===== src/rtl/triple_timer_pkg.sv =====
package triple_timer_pkg;

    localparam int NUM_CH    = 3;
    localparam int EVT_W     = 3;
    localparam int MODE_W    = 6;
    localparam int SEL_W     = 2;
    localparam int OFF_W     = 5;
    localparam int CHAIN_SRC = 0;
    localparam int CHAIN_DST = 1;

    // command bits
    localparam int CMD_START   = 0;
    localparam int CMD_STOP    = 1;
    localparam int CMD_RESTART = 2;

    // register offsets inside a channel window
    localparam logic [OFF_W-1:0] OFF_CMD   = 5'h00;
    localparam logic [OFF_W-1:0] OFF_MODE  = 5'h04;
    localparam logic [OFF_W-1:0] OFF_COUNT = 5'h08;
    localparam logic [OFF_W-1:0] OFF_CMPA  = 5'h0C;
    localparam logic [OFF_W-1:0] OFF_TOP   = 5'h10;
    localparam logic [OFF_W-1:0] OFF_FLAGS = 5'h14;
    localparam logic [OFF_W-1:0] OFF_IEN   = 5'h18;

    // block window
    localparam logic [SEL_W-1:0] BLK_SEL   = 2'd3;
    localparam logic [OFF_W-1:0] OFF_SYNC  = 5'h00;
    localparam logic [OFF_W-1:0] OFF_ROUTE = 5'h04;

    typedef enum logic [1:0] {
        SRC_SYS  = 2'd0,
        SRC_SLOW = 2'd1,
        SRC_EXT  = 2'd2,
        SRC_NONE = 2'd3
    } clk_src_e;

    typedef struct packed {
        logic     clr_out_top;
        logic     set_out_a;
        logic     stop_top;
        logic     reload_top;
        clk_src_e src;
    } mode_t;

endpackage


===== src/rtl/triple_timer_edge_sync.sv =====
module triple_timer_edge_sync #(
    parameter int STAGES = 2
) (
    input  logic clk,
    input  logic rst_n,
    input  logic level_i,
    output logic rise_o
);

    localparam int SH_W = STAGES + 1;

    logic [SH_W-1:0] sh_d, sh_q;

    always_comb begin
        sh_d = {sh_q[SH_W-2:0], level_i};
    end

    always_ff @(posedge clk or negedge rst_n) begin
        if (!rst_n) sh_q <= '0;
        else        sh_q <= sh_d;
    end

    assign rise_o = sh_q[STAGES-1] & ~sh_q[STAGES];


    pulse_single_chk: assert property (@(posedge clk) disable iff (!rst_n)
        rise_o |=> !rise_o);

endmodule


===== src/rtl/triple_timer_chan.sv =====
module triple_timer_chan
    import triple_timer_pkg::*;
#(
    parameter int CNT_W  = 16,
    parameter int DATA_W = 32
) (
    input  logic              clk,
    input  logic              rst_n,
    input  logic [DATA_W-1:0] wdata_i,
    input  logic              wr_cmd_i,
    input  logic              wr_mode_i,
    input  logic              wr_cmpa_i,
    input  logic              wr_top_i,
    input  logic              wr_ien_i,
    input  logic              rd_flags_i,
    input  logic              sync_i,
    input  logic              slow_tick_i,
    input  logic              ext_tick_i,
    output logic [CNT_W-1:0]  cnt_o,
    output logic [CNT_W-1:0]  cmpa_o,
    output logic [CNT_W-1:0]  top_o,
    output mode_t             mode_o,
    output logic [EVT_W-1:0]  ien_o,
    output logic [EVT_W:0]    flags_o,
    output logic              wave_o,
    output logic              irq_o
);

    localparam logic [CNT_W-1:0] CNT_MAX = '1;

    typedef struct packed {
        logic [CNT_W-1:0] cnt;
        logic [CNT_W-1:0] cmpa;
        logic [CNT_W-1:0] top;
        mode_t            mode;
        logic [EVT_W-1:0] ien;
        logic [EVT_W-1:0] flags;
        logic             run;
        logic             wave;
    } chan_st_t;

    chan_st_t         st_d, st_q;
    logic             restart;
    logic             src_pulse;
    logic             tick;
    logic             hit_a;
    logic             hit_top;
    logic             wrap;
    logic [EVT_W-1:0] events;

    always_comb begin
        st_d    = st_q;
        restart = sync_i | (wr_cmd_i & wdata_i[CMD_RESTART]);

        unique case (st_q.mode.src)
            SRC_SYS:  src_pulse = 1'b1;
            SRC_SLOW: src_pulse = slow_tick_i;
            SRC_EXT:  src_pulse = ext_tick_i;
            default:  src_pulse = 1'b0;
        endcase

        tick    = st_q.run & src_pulse & ~restart;
        hit_a   = tick & (st_q.cnt == st_q.cmpa);
        hit_top = tick & (st_q.cnt == st_q.top);
        wrap    = tick & (st_q.cnt == CNT_MAX) & ~(st_q.mode.reload_top & hit_top);
        events  = {wrap, hit_top, hit_a};

        if (restart) begin
            st_d.cnt  = '0;
            st_d.wave = 1'b0;
        end else if (tick) begin
            if (st_q.mode.reload_top && hit_top) st_d.cnt = '0;
            else                                 st_d.cnt = st_q.cnt + 1'b1;
            if (hit_a && st_q.mode.set_out_a)      st_d.wave = 1'b1;
            if (hit_top && st_q.mode.clr_out_top)  st_d.wave = 1'b0;
            if (hit_top && st_q.mode.stop_top)     st_d.run  = 1'b0;
        end

        if (wr_cmd_i) begin
            if (wdata_i[CMD_START]) st_d.run = 1'b1;
            if (wdata_i[CMD_STOP])  st_d.run = 1'b0;
        end

        if (rd_flags_i) st_d.flags = '0;
        st_d.flags = st_d.flags | events;

        if (wr_mode_i) st_d.mode = mode_t'(wdata_i[MODE_W-1:0]);
        if (wr_cmpa_i) st_d.cmpa = wdata_i[CNT_W-1:0];
        if (wr_top_i)  st_d.top  = wdata_i[CNT_W-1:0];
        if (wr_ien_i)  st_d.ien  = wdata_i[EVT_W-1:0];
    end

    always_ff @(posedge clk or negedge rst_n) begin
        if (!rst_n) st_q <= '0;
        else        st_q <= st_d;
    end

    assign cnt_o   = st_q.cnt;
    assign cmpa_o  = st_q.cmpa;
    assign top_o   = st_q.top;
    assign mode_o  = st_q.mode;
    assign ien_o   = st_q.ien;
    assign flags_o = {st_q.run, st_q.flags};
    assign wave_o  = st_q.wave;
    assign irq_o   = |(st_q.flags & st_q.ien);


    restart_clear_chk: assert property (@(posedge clk) disable iff (!rst_n)
        restart |=> (st_q.cnt == '0) && !st_q.wave);


    idle_hold_chk: assert property (@(posedge clk) disable iff (!rst_n)
        (!st_q.run && !restart) |=> $stable(st_q.cnt));


    oneshot_stop_chk: assert property (@(posedge clk) disable iff (!rst_n)
        (tick && (st_q.cnt == st_q.top) && st_q.mode.stop_top
         && !(wr_cmd_i && wdata_i[CMD_START])) |=> !st_q.run);


    rd_clear_chk: assert property (@(posedge clk) disable iff (!rst_n)
        (rd_flags_i && (events == '0)) |=> (st_q.flags == '0));


    wrap_flag_chk: assert property (@(posedge clk) disable iff (!rst_n)
        (tick && (st_q.cnt == CNT_MAX) && !st_q.mode.reload_top) |=> st_q.flags[2]);

endmodule


===== src/rtl/triple_timer.sv =====
module triple_timer
    import triple_timer_pkg::*;
#(
    parameter int CNT_W       = 16,
    parameter int ADDR_W      = 8,
    parameter int DATA_W      = 32,
    parameter int SYNC_STAGES = 2
) (
    input  logic              clk,
    input  logic              rst_n,
    input  logic              wr_en,
    input  logic              rd_en,
    input  logic [ADDR_W-1:0] addr,
    input  logic [DATA_W-1:0] wdata,
    output logic [DATA_W-1:0] rdata,
    input  logic              slow_tick,
    output logic [NUM_CH-1:0] wave_out,
    output logic [NUM_CH-1:0] irq
);

    typedef struct packed {
        logic             route;
        logic [CNT_W-1:0] shadow;
        logic             shadow_vld;
    } blk_st_t;

    blk_st_t          blk_d, blk_q;
    logic [SEL_W-1:0] sel;
    logic [OFF_W-1:0] off;
    logic             blk_hit;
    logic             sync_go;
    logic             wr_route;
    logic             rd_cnt0;
    logic             rd_cnt1;
    logic             chain_rise;

    logic [CNT_W-1:0] cnt   [NUM_CH];
    logic [CNT_W-1:0] cmpa  [NUM_CH];
    logic [CNT_W-1:0] top   [NUM_CH];
    mode_t            mode  [NUM_CH];
    logic [EVT_W-1:0] ien   [NUM_CH];
    logic [EVT_W:0]   flags [NUM_CH];
    logic [NUM_CH-1:0] ch_hit;
    logic [NUM_CH-1:0] ext_tick;

    assign sel      = addr[OFF_W+SEL_W-1:OFF_W];
    assign off      = addr[OFF_W-1:0];
    assign blk_hit  = (sel == BLK_SEL);
    assign sync_go  = wr_en & blk_hit & (off == OFF_SYNC) & wdata[0];
    assign wr_route = wr_en & blk_hit & (off == OFF_ROUTE);
    assign rd_cnt0  = rd_en & ch_hit[CHAIN_SRC] & (off == OFF_COUNT);
    assign rd_cnt1  = rd_en & ch_hit[CHAIN_DST] & (off == OFF_COUNT);

    triple_timer_edge_sync #(
        .STAGES (SYNC_STAGES)
    ) u_chain_sync (
        .clk     (clk),
        .rst_n   (rst_n),
        .level_i (wave_out[CHAIN_SRC]),
        .rise_o  (chain_rise)
    );

    for (genvar c = 0; c < NUM_CH; c++) begin : g_ch
        assign ch_hit[c] = (int'(sel) == c);

        if (c == CHAIN_DST) begin : g_chained
            assign ext_tick[c] = chain_rise & blk_q.route;
        end else begin : g_plain
            assign ext_tick[c] = 1'b0;
        end

        triple_timer_chan #(
            .CNT_W  (CNT_W),
            .DATA_W (DATA_W)
        ) u_chan (
            .clk         (clk),
            .rst_n       (rst_n),
            .wdata_i     (wdata),
            .wr_cmd_i    (wr_en & ch_hit[c] & (off == OFF_CMD)),
            .wr_mode_i   (wr_en & ch_hit[c] & (off == OFF_MODE)),
            .wr_cmpa_i   (wr_en & ch_hit[c] & (off == OFF_CMPA)),
            .wr_top_i    (wr_en & ch_hit[c] & (off == OFF_TOP)),
            .wr_ien_i    (wr_en & ch_hit[c] & (off == OFF_IEN)),
            .rd_flags_i  (rd_en & ch_hit[c] & (off == OFF_FLAGS)),
            .sync_i      (sync_go),
            .slow_tick_i (slow_tick),
            .ext_tick_i  (ext_tick[c]),
            .cnt_o       (cnt[c]),
            .cmpa_o      (cmpa[c]),
            .top_o       (top[c]),
            .mode_o      (mode[c]),
            .ien_o       (ien[c]),
            .flags_o     (flags[c]),
            .wave_o      (wave_out[c]),
            .irq_o       (irq[c])
        );
    end

    always_comb begin
        blk_d = blk_q;
        if (wr_route) blk_d.route = wdata[0];
        if (rd_cnt1)  blk_d.shadow_vld = 1'b0;
        if (rd_cnt0) begin
            blk_d.shadow     = cnt[CHAIN_DST];
            blk_d.shadow_vld = 1'b1;
        end
    end

    always_ff @(posedge clk or negedge rst_n) begin
        if (!rst_n) blk_q <= '0;
        else        blk_q <= blk_d;
    end

    always_comb begin
        rdata = '0;
        if (blk_hit) begin
            if (off == OFF_ROUTE) rdata = DATA_W'(blk_q.route);
        end else begin
            for (int c = 0; c < NUM_CH; c++) begin
                if (ch_hit[c]) begin
                    unique case (off)
                        OFF_MODE:  rdata = DATA_W'(mode[c]);
                        OFF_CMPA:  rdata = DATA_W'(cmpa[c]);
                        OFF_TOP:   rdata = DATA_W'(top[c]);
                        OFF_FLAGS: rdata = DATA_W'(flags[c]);
                        OFF_IEN:   rdata = DATA_W'(ien[c]);
                        OFF_COUNT: begin
                            if (c == CHAIN_DST && blk_q.shadow_vld) rdata = DATA_W'(blk_q.shadow);
                            else                                     rdata = DATA_W'(cnt[c]);
                        end
                        default:   rdata = '0;
                    endcase
                end
            end
        end
    end


    sync_all_chk: assert property (@(posedge clk) disable iff (!rst_n)
        sync_go |=> (cnt[0] == '0) && (cnt[1] == '0) && (cnt[2] == '0));


    shadow_take_chk: assert property (@(posedge clk) disable iff (!rst_n)
        rd_cnt0 |=> blk_q.shadow_vld && (blk_q.shadow == $past(cnt[CHAIN_DST])));

endmodule


===== config.mk =====
export PLATFORM = sky130hd
export DESIGN_NAME = triple_timer
export DESIGN_NICKNAME = d
export VERILOG_FILES = /design/src/rtl/triple_timer_pkg.sv /design/src/rtl/triple_timer_edge_sync.sv /design/src/rtl/triple_timer_chan.sv /design/src/rtl/triple_timer.sv
export SDC_FILE = /design/constraint.sdc
export NUM_CORES = 1
export LEC_CHECK = 0
export ABC_AREA = 1
export BUFFER_PORTS_ARGS = -buffer_cell sky130_fd_sc_hd__buf_2
export CORE_MARGIN = 2
export CORE_UTILIZATION = 60
export CTS_CLUSTER_DIAMETER = 150
export CTS_CLUSTER_SIZE = 25
export DETAILED_ROUTE_END_ITERATION = 16
export PLACE_DENSITY = 0.86
export SETUP_SLACK_MARGIN = 0.5
export SYNTH_ARGS = -nofsm -noshare
export SYNTH_HDL_FRONTEND = slang
export SYNTH_SLANG_ARGS = --single-unit

===== constraint.sdc =====
create_clock -name clk -period 2.58 [get_ports clk]
set_clock_uncertainty 0.05 [all_clocks]
set_input_delay 0.387 -clock clk [delete_from_list [all_inputs] [get_ports clk]]
set_output_delay 0.387 -clock clk [all_outputs]
set_load 0.03 [all_outputs]

==> Word-level counts from Yosys, hierarchy flattened <==
Index checks and enable logic that the tools add are counted.
{ "classes": {"add_sub_neg": 3, "n_eq_ne": 22, "muxes": 53, "n_bitwise": 72, "n_reduce_logical": 30} }
{ "ops": {"columns": ["cell", "n"], "rows": [
  ["16-bit one-hot mux with 6 select lines", 3],
  ["16-bit two-way mux", 11],
  ["16-bit equality test", 6],
  ["32-bit two-way mux", 3],
  ["1-bit AND", 56],
  ["16-bit by 1-bit adder with 16-bit output, second input constant", 3],
  ["16-bit equality test, second input constant", 3],
  ["1-bit two-way mux", 27],
  ["5-bit equality test, second input constant", 3],
  ["1-bit logical AND", 12],
  ["5-bit by 4-bit equality test with 1-bit output, second input constant", 2],
  ["3-bit AND", 3],
  ["3-bit two-way mux", 3],
  ["3-bit bitwise OR", 3],
  ["3-bit nonzero test", 3],
  ["3-bit OR reduction", 3],
  ["2-bit equality test, second input constant", 4],
  ["2-bit zero test", 4],
  ["2-bit nonzero test", 4],
  ["1-bit inverter", 7],
  ["2-bit by 1-bit equality test with 1-bit output, second input constant", 3],
  ["2-bit two-way mux", 3],
  ["2-bit AND reduction", 3],
  ["5-bit by 3-bit equality test with 1-bit output, second input constant", 1],
  ["other kinds (4)", 7]
]} }
{ "word_totals": {"regBits": 207, "input_bits": 45, "out_inout_bits": 38, "wordCells": 220} }

==> Longest topological paths before layout <==
{ "logic_depth": {"ltp_word": 16, "depth_mapped": 12, "ltp_nobuf": 11} }

==> Cells and area by module <==
Synthesis repeated with hierarchy kept, for this count alone.
{ "unflattened": {"hier_cells": 1807, "area_unflattened_um2": 13543.0} }
{ "modules_own_cells": {"columns": ["module", "instances", "cells_each", "area_each_um2", "seq_area_each_um2"], "rows": [
  ["triple_timer_chan", 3, 412, 3524.6, 1551.5],
  ["triple_timer", 1, 566, 2884.0, 450.4],
  ["triple_timer_edge_sync", 1, 5, 85.1, 75.1]
]} }

==> Worst setup path before layout <==
Ideal clock, no wire load.
{ "synth_path": {"path_kind": "input -> output", "from": "input port addr[1]", "to": "output port rdata[13]", "t_arrival_ps": 1740, "required_ps": 2143, "slack_ps": 403, "stages": 7, "path_buffers": 2, "cell_sequence": "nor2_4 nand4_1 buf_2 buf_2 o21ai_0 o21ai_0 a21oi_1"} }
{ "synth_via": {"elab_chain_cells": 6, "word_cells_on_any_way": 13, "classes_between": "6 x eq/ne; 7 x mux"} }
{ "synth_rtl": {"columns": ["element", "line", "source"], "rows": [
  ["from (decl)", "triple_timer.sv:13", "input logic [ADDR_W-1:0] addr,"],
  ["5-bit by 4-bit equality test with 1-bit output, or another cell as far along", "triple_timer.sv:121", "unique case (off)"],
  ["16-bit one-hot mux with 6 select lines", "triple_timer.sv:121", null],
  ["16-bit two-way mux", "triple_timer.sv:120", "if (ch_hit[c]) begin"],
  ["32-bit two-way mux", "triple_timer.sv:120", null],
  ["32-bit two-way mux *", "triple_timer.sv:120", null],
  ["32-bit two-way mux *", "triple_timer.sv:116", "if (blk_hit) begin"],
  ["to (decl)", "triple_timer.sv:15", "output logic [DATA_W-1:0] rdata,"]
]} }
Every way passes the cells marked *; elsewhere a longest branch is shown, timed or not.

==> Final worst setup path <==
{ "layout_path": {"from": "register blk_q[0] (netlist bit)", "to": "output port rdata[9]"} }
{ "layout_via": {"elab_chain_cells": 5} }
{ "layout_rtl": {"columns": ["element", "line", "source"], "rows": [
  ["from (decl)", "triple_timer.sv:27", "blk_st_t blk_d, blk_q;"],
  ["from (signal assigned)", "triple_timer.sv:111", "else blk_q <= blk_d;"],
  ["16-bit two-way mux", "triple_timer.sv:128", "if (c == CHAIN_DST && blk_q.shadow_vld) rdata = DATA_W'(blk_q.shadow);"],
  ["16-bit one-hot mux with 6 select lines", "triple_timer.sv:121", null],
  ["32-bit two-way mux (2 in series)", "triple_timer.sv:120", null],
  ["32-bit two-way mux", "triple_timer.sv:116", null]
]} }
No other way between the ends.

==> impl_metrics.csv <==
group,metric,value,unit
synthesis,syn_avg_cell_area,7.21,um2
drt,drt_first_pass_iters,6,
min_path,hold_path_depth,3,
power,clockPowerShare,20.6,%
floorplanning,io_pins,83,
synthesis,yosys.area.top_type,"dfrtp_1",
setup_path,cp.required,2.14,ns
power,swShare,41.1,%
cells_and_area,num_antenna_cells,0,
setup_path,reg2reg_depth,11,
setup_path,cp_max_fo,5,
synthesis,synth.cell_area,12600,um2
clock_tree,htreeDepth,1,
setup_path,path_class,"register to output pin",
clock_tree,clockBufferDepth,3,
clock_tree,cts_tree,"yes",
timing,fin_tns_setup,0,ns
clock_tree,cts.reportedPaths.clkPinSlew,0.10,ns
cells_and_area,nets,1829,
timing,worst_pin_slew,0.593,ns
placement,hpwl,26.6,mm
power,switchingPower,0.00411,W
setup_path,cp-start-kind,"register",
timing,rsz0062_at_grt,"true",
placement,portBuffers,49,
floorplanning,start_util,61.5,%
timing,timing.final.max_slew_violations,0,
drt,wl,37.6,mm
timing,max_freq,0.412,GHz
synthesis,ys_top_cells_by_count,"589 x nand2_1, 207 x dfrtp_1, 181 x inv_1",
timing,period_share,94.2,%
drt,drt_first_iter_violations,1369,
placement,place_congestion,0.981,
synthesis,synth_top_area_share,41.2,%
floorplanning,die_y,149,um
synthesis,synthTopCellsByArea,"dfrtp_1 41%, nand2_1 18%, o21ai_0 6.9%, inv_1 5.4%, nor2_1 3.4%",
drt,ant_nets,0,
global_route,grt_pass1_wl,59.1,mm
power,irDropWorstVdd,0.403,mV
drt,vias,12200,
cells_and_area,layout.cells.non_filler,2051,
floorplanning,core,20400,um2
global_route,first_global_vias,11300,
timing,finalSetupViolations,0,
setup_path,end_kind,"output pin",
synthesis,syn_inst,1743,
synthesis,synthArstFlopShare,100,%
synthesis,yosysWarnings,0,
cells_and_area,drive_above_1_share,15.3,%
timing,relSlewSlack,60.5,%
clock_tree,clock-sinks,207,
power,powerDensity,717,nW/um2
cells_and_area,syn_to_final_growth,10.8,%
setup_path,worstPathArrival,1.99,ns
drt,wl_per_cell,18.4,um
synthesis,synth_top_flop_cell,"dfrtp_1",
drt,drcViolationCount,0,
floorplanning,placementRows,52,
timing,hold_viol_final,0,
global_route,grt.total_usage,33.8,%
power,finalPower,0.00999,W
placement,dp_cells,2019,
power,cellInternalPower,0.00588,W
floorplanning,die_width,149,um
synthesis,yosysMostFrequentCell,"nand2_1",
timing,fin_crit,2.43,ns
power,power_frac_seq,44.1,%
status,status,"finished, final reports clean",
drt,vias_per_cell,5.96,
global_route,grt_max_degree,69,
clock_tree,cts_buffers,12,
synthesis,synth_edf_count,0,
clock_tree,cts-root-buf,"clkbuf_16",
timing,fin_hold_ws,0.161,ns
global_route,grt_antenna_before_repair,0,
min_path,hp-class,"input pin to register",
synthesis,synth-seq-area-share,41.2,%
synthesis,ys_types,45,
floorplanning,die_area,22100,um2
power,total_leakage_power,6.38,nW
cells_and_area,final_core_util,68.2,%
global_route,grt_overflow_total,0,
setup_path,reg2reg_setup_slack,0.59,ns
clock_tree,clock_latency,0.48,ns
power,combinationalPowerShare,35.3,%
synthesis,ys_ff_latch,207,
run,maxCapViolCount,0,
## critical path: stages, from the launching register on
cell and delay, ns:
dfrtp_2 0.45, buf_6 0.15, buf_6 0.13, nand2_2 0.05
o21ai_2 0.06, a21oi_1 0.12, o211ai_1 0.14, nand2_1 0.08
nand2_1 0.05, nand2_1 0.09, inv_1 0.06, buf_6 0.13
## cell families after synthesis
group	count (synthesis)	synth area share, %
simple gates	863	29.5
compound gates	321	14.6
buf+inv	295	10.7
flops	207	41.2
xor+xnor	52	3.62
fa+ha+maj	3	0.299
other cells	1	0.0298
mux	1	0.0796
## registers in the layout, indices dropped and copies added, names as in the netlist
name / cells
u_chain_sync.sh_q: 3
g_ch.u_chan.wave_o: 3
g_ch.u_chan.cnt_o: 48
g_ch.u_chan.mode_o: 18
g_ch.u_chan.flags_o: 12
g_ch.u_chan.cmpa_o: 48
blk_q: 18
g_ch.u_chan.ien_o: 9
g_ch.u_chan.top_o: 48
## layout by cell type (no fill, tap or decap), types with 4 or more instances in the layout
cell	Yosys	layout
a21oi_2	0	4
nand2_4	6	7
o21ai_1	10	15
a21oi_1	48	44
nor2_1	114	93
xor2_1	28	28
conb_1	1	16
xnor2_1	24	24
nor2_4	6	11
buf_2	24	32
dfrtp_1	207	189
clkbuf_16	0	13
nand3_1	61	60
nand3_2	3	4
buf_6	11	25
inv_2	14	15
o2111ai_1	7	5
o22ai_1	33	33
dfrtp_2	0	18
nor3_1	18	18
nand2_1	589	580
buf_12	0	9
nor2_2	6	22
or2_2	6	6
o211ai_1	6	6
inv_1	181	178
buf_4	31	38
o21ai_2	20	26
nand4_1	34	34
nand2_2	6	14
o221ai_1	16	10
o21ai_0	174	160
o221ai_2	0	5
## metal layers
metal  global-route usage (%)  routed length, um
met2                     51.6              16700
met1                     49.1              15200
met4                     14.1               1630
met3                     3.94               4050
met5                        0                  0
## worst paths after layout
path                                       endpoint                      from
setup / recovery                           rdata[9]                  blk_q[0]
hold / removal             g_ch[0].u_chan.mode_o[3]                  wdata[3]
setup reg to reg            g_ch[0].u_chan.cnt_o[5]  g_ch[0].u_chan.cnt_o[11]
hold reg to reg                u_chain_sync.sh_q[1]      u_chain_sync.sh_q[0]
max in group asynchronous  g_ch[2].u_chan.mode_o[5]                     rst_n
min in group asynchronous  g_ch[1].u_chan.cnt_o[14]                     rst_n
## through the flow
step                      instance area (um2)  setup slack, ns
final                                   13900            0.151
after global routing                    13900           0.0777
after CTS                               13700            0.171
after detailed placement                13000            0.104
after global placement                  13000            0.137
after floorplan                         12700            0.540
## final cells by class
class	count	area, um2
multi-input cells	1256	6360
fillers	1706	6490
flip-flops and latches	207	5200
repair buffers	106	931
clock buffers	13	325
clock inverters	1	20.0
repair inverters	1	5.00
well taps	270	338
inverters	197	756
## power by group through the flow
| stage | Combinational [W] | Clock (W) | Sequential, W |
|---|---|---|---|
| floorplan | 0.00264 | 0 | 0.00412 |
| global placement | 0.00308 | 0 | 0.00441 |
| detailed placement | 0.00319 | 0 | 0.00444 |
| CTS | 0.00332 | 0.00206 | 0.00438 |
| global route | 0.00389 | 0.00217 | 0.00447 |
| finish | 0.00353 | 0.00206 | 0.00441 |
## timing repair
item                                    in CTS  in global routing
setup buffers                               10                  4
resized for setup                           76                 59
cloned                                       2                  1
endpoints found under the hold margin       65                  0
endpoints found under the setup margin      18                 58
pin swaps                                   34                 31
hold buffers                                 1                  0
Note: power is estimated with default switching activity, not from simulation.
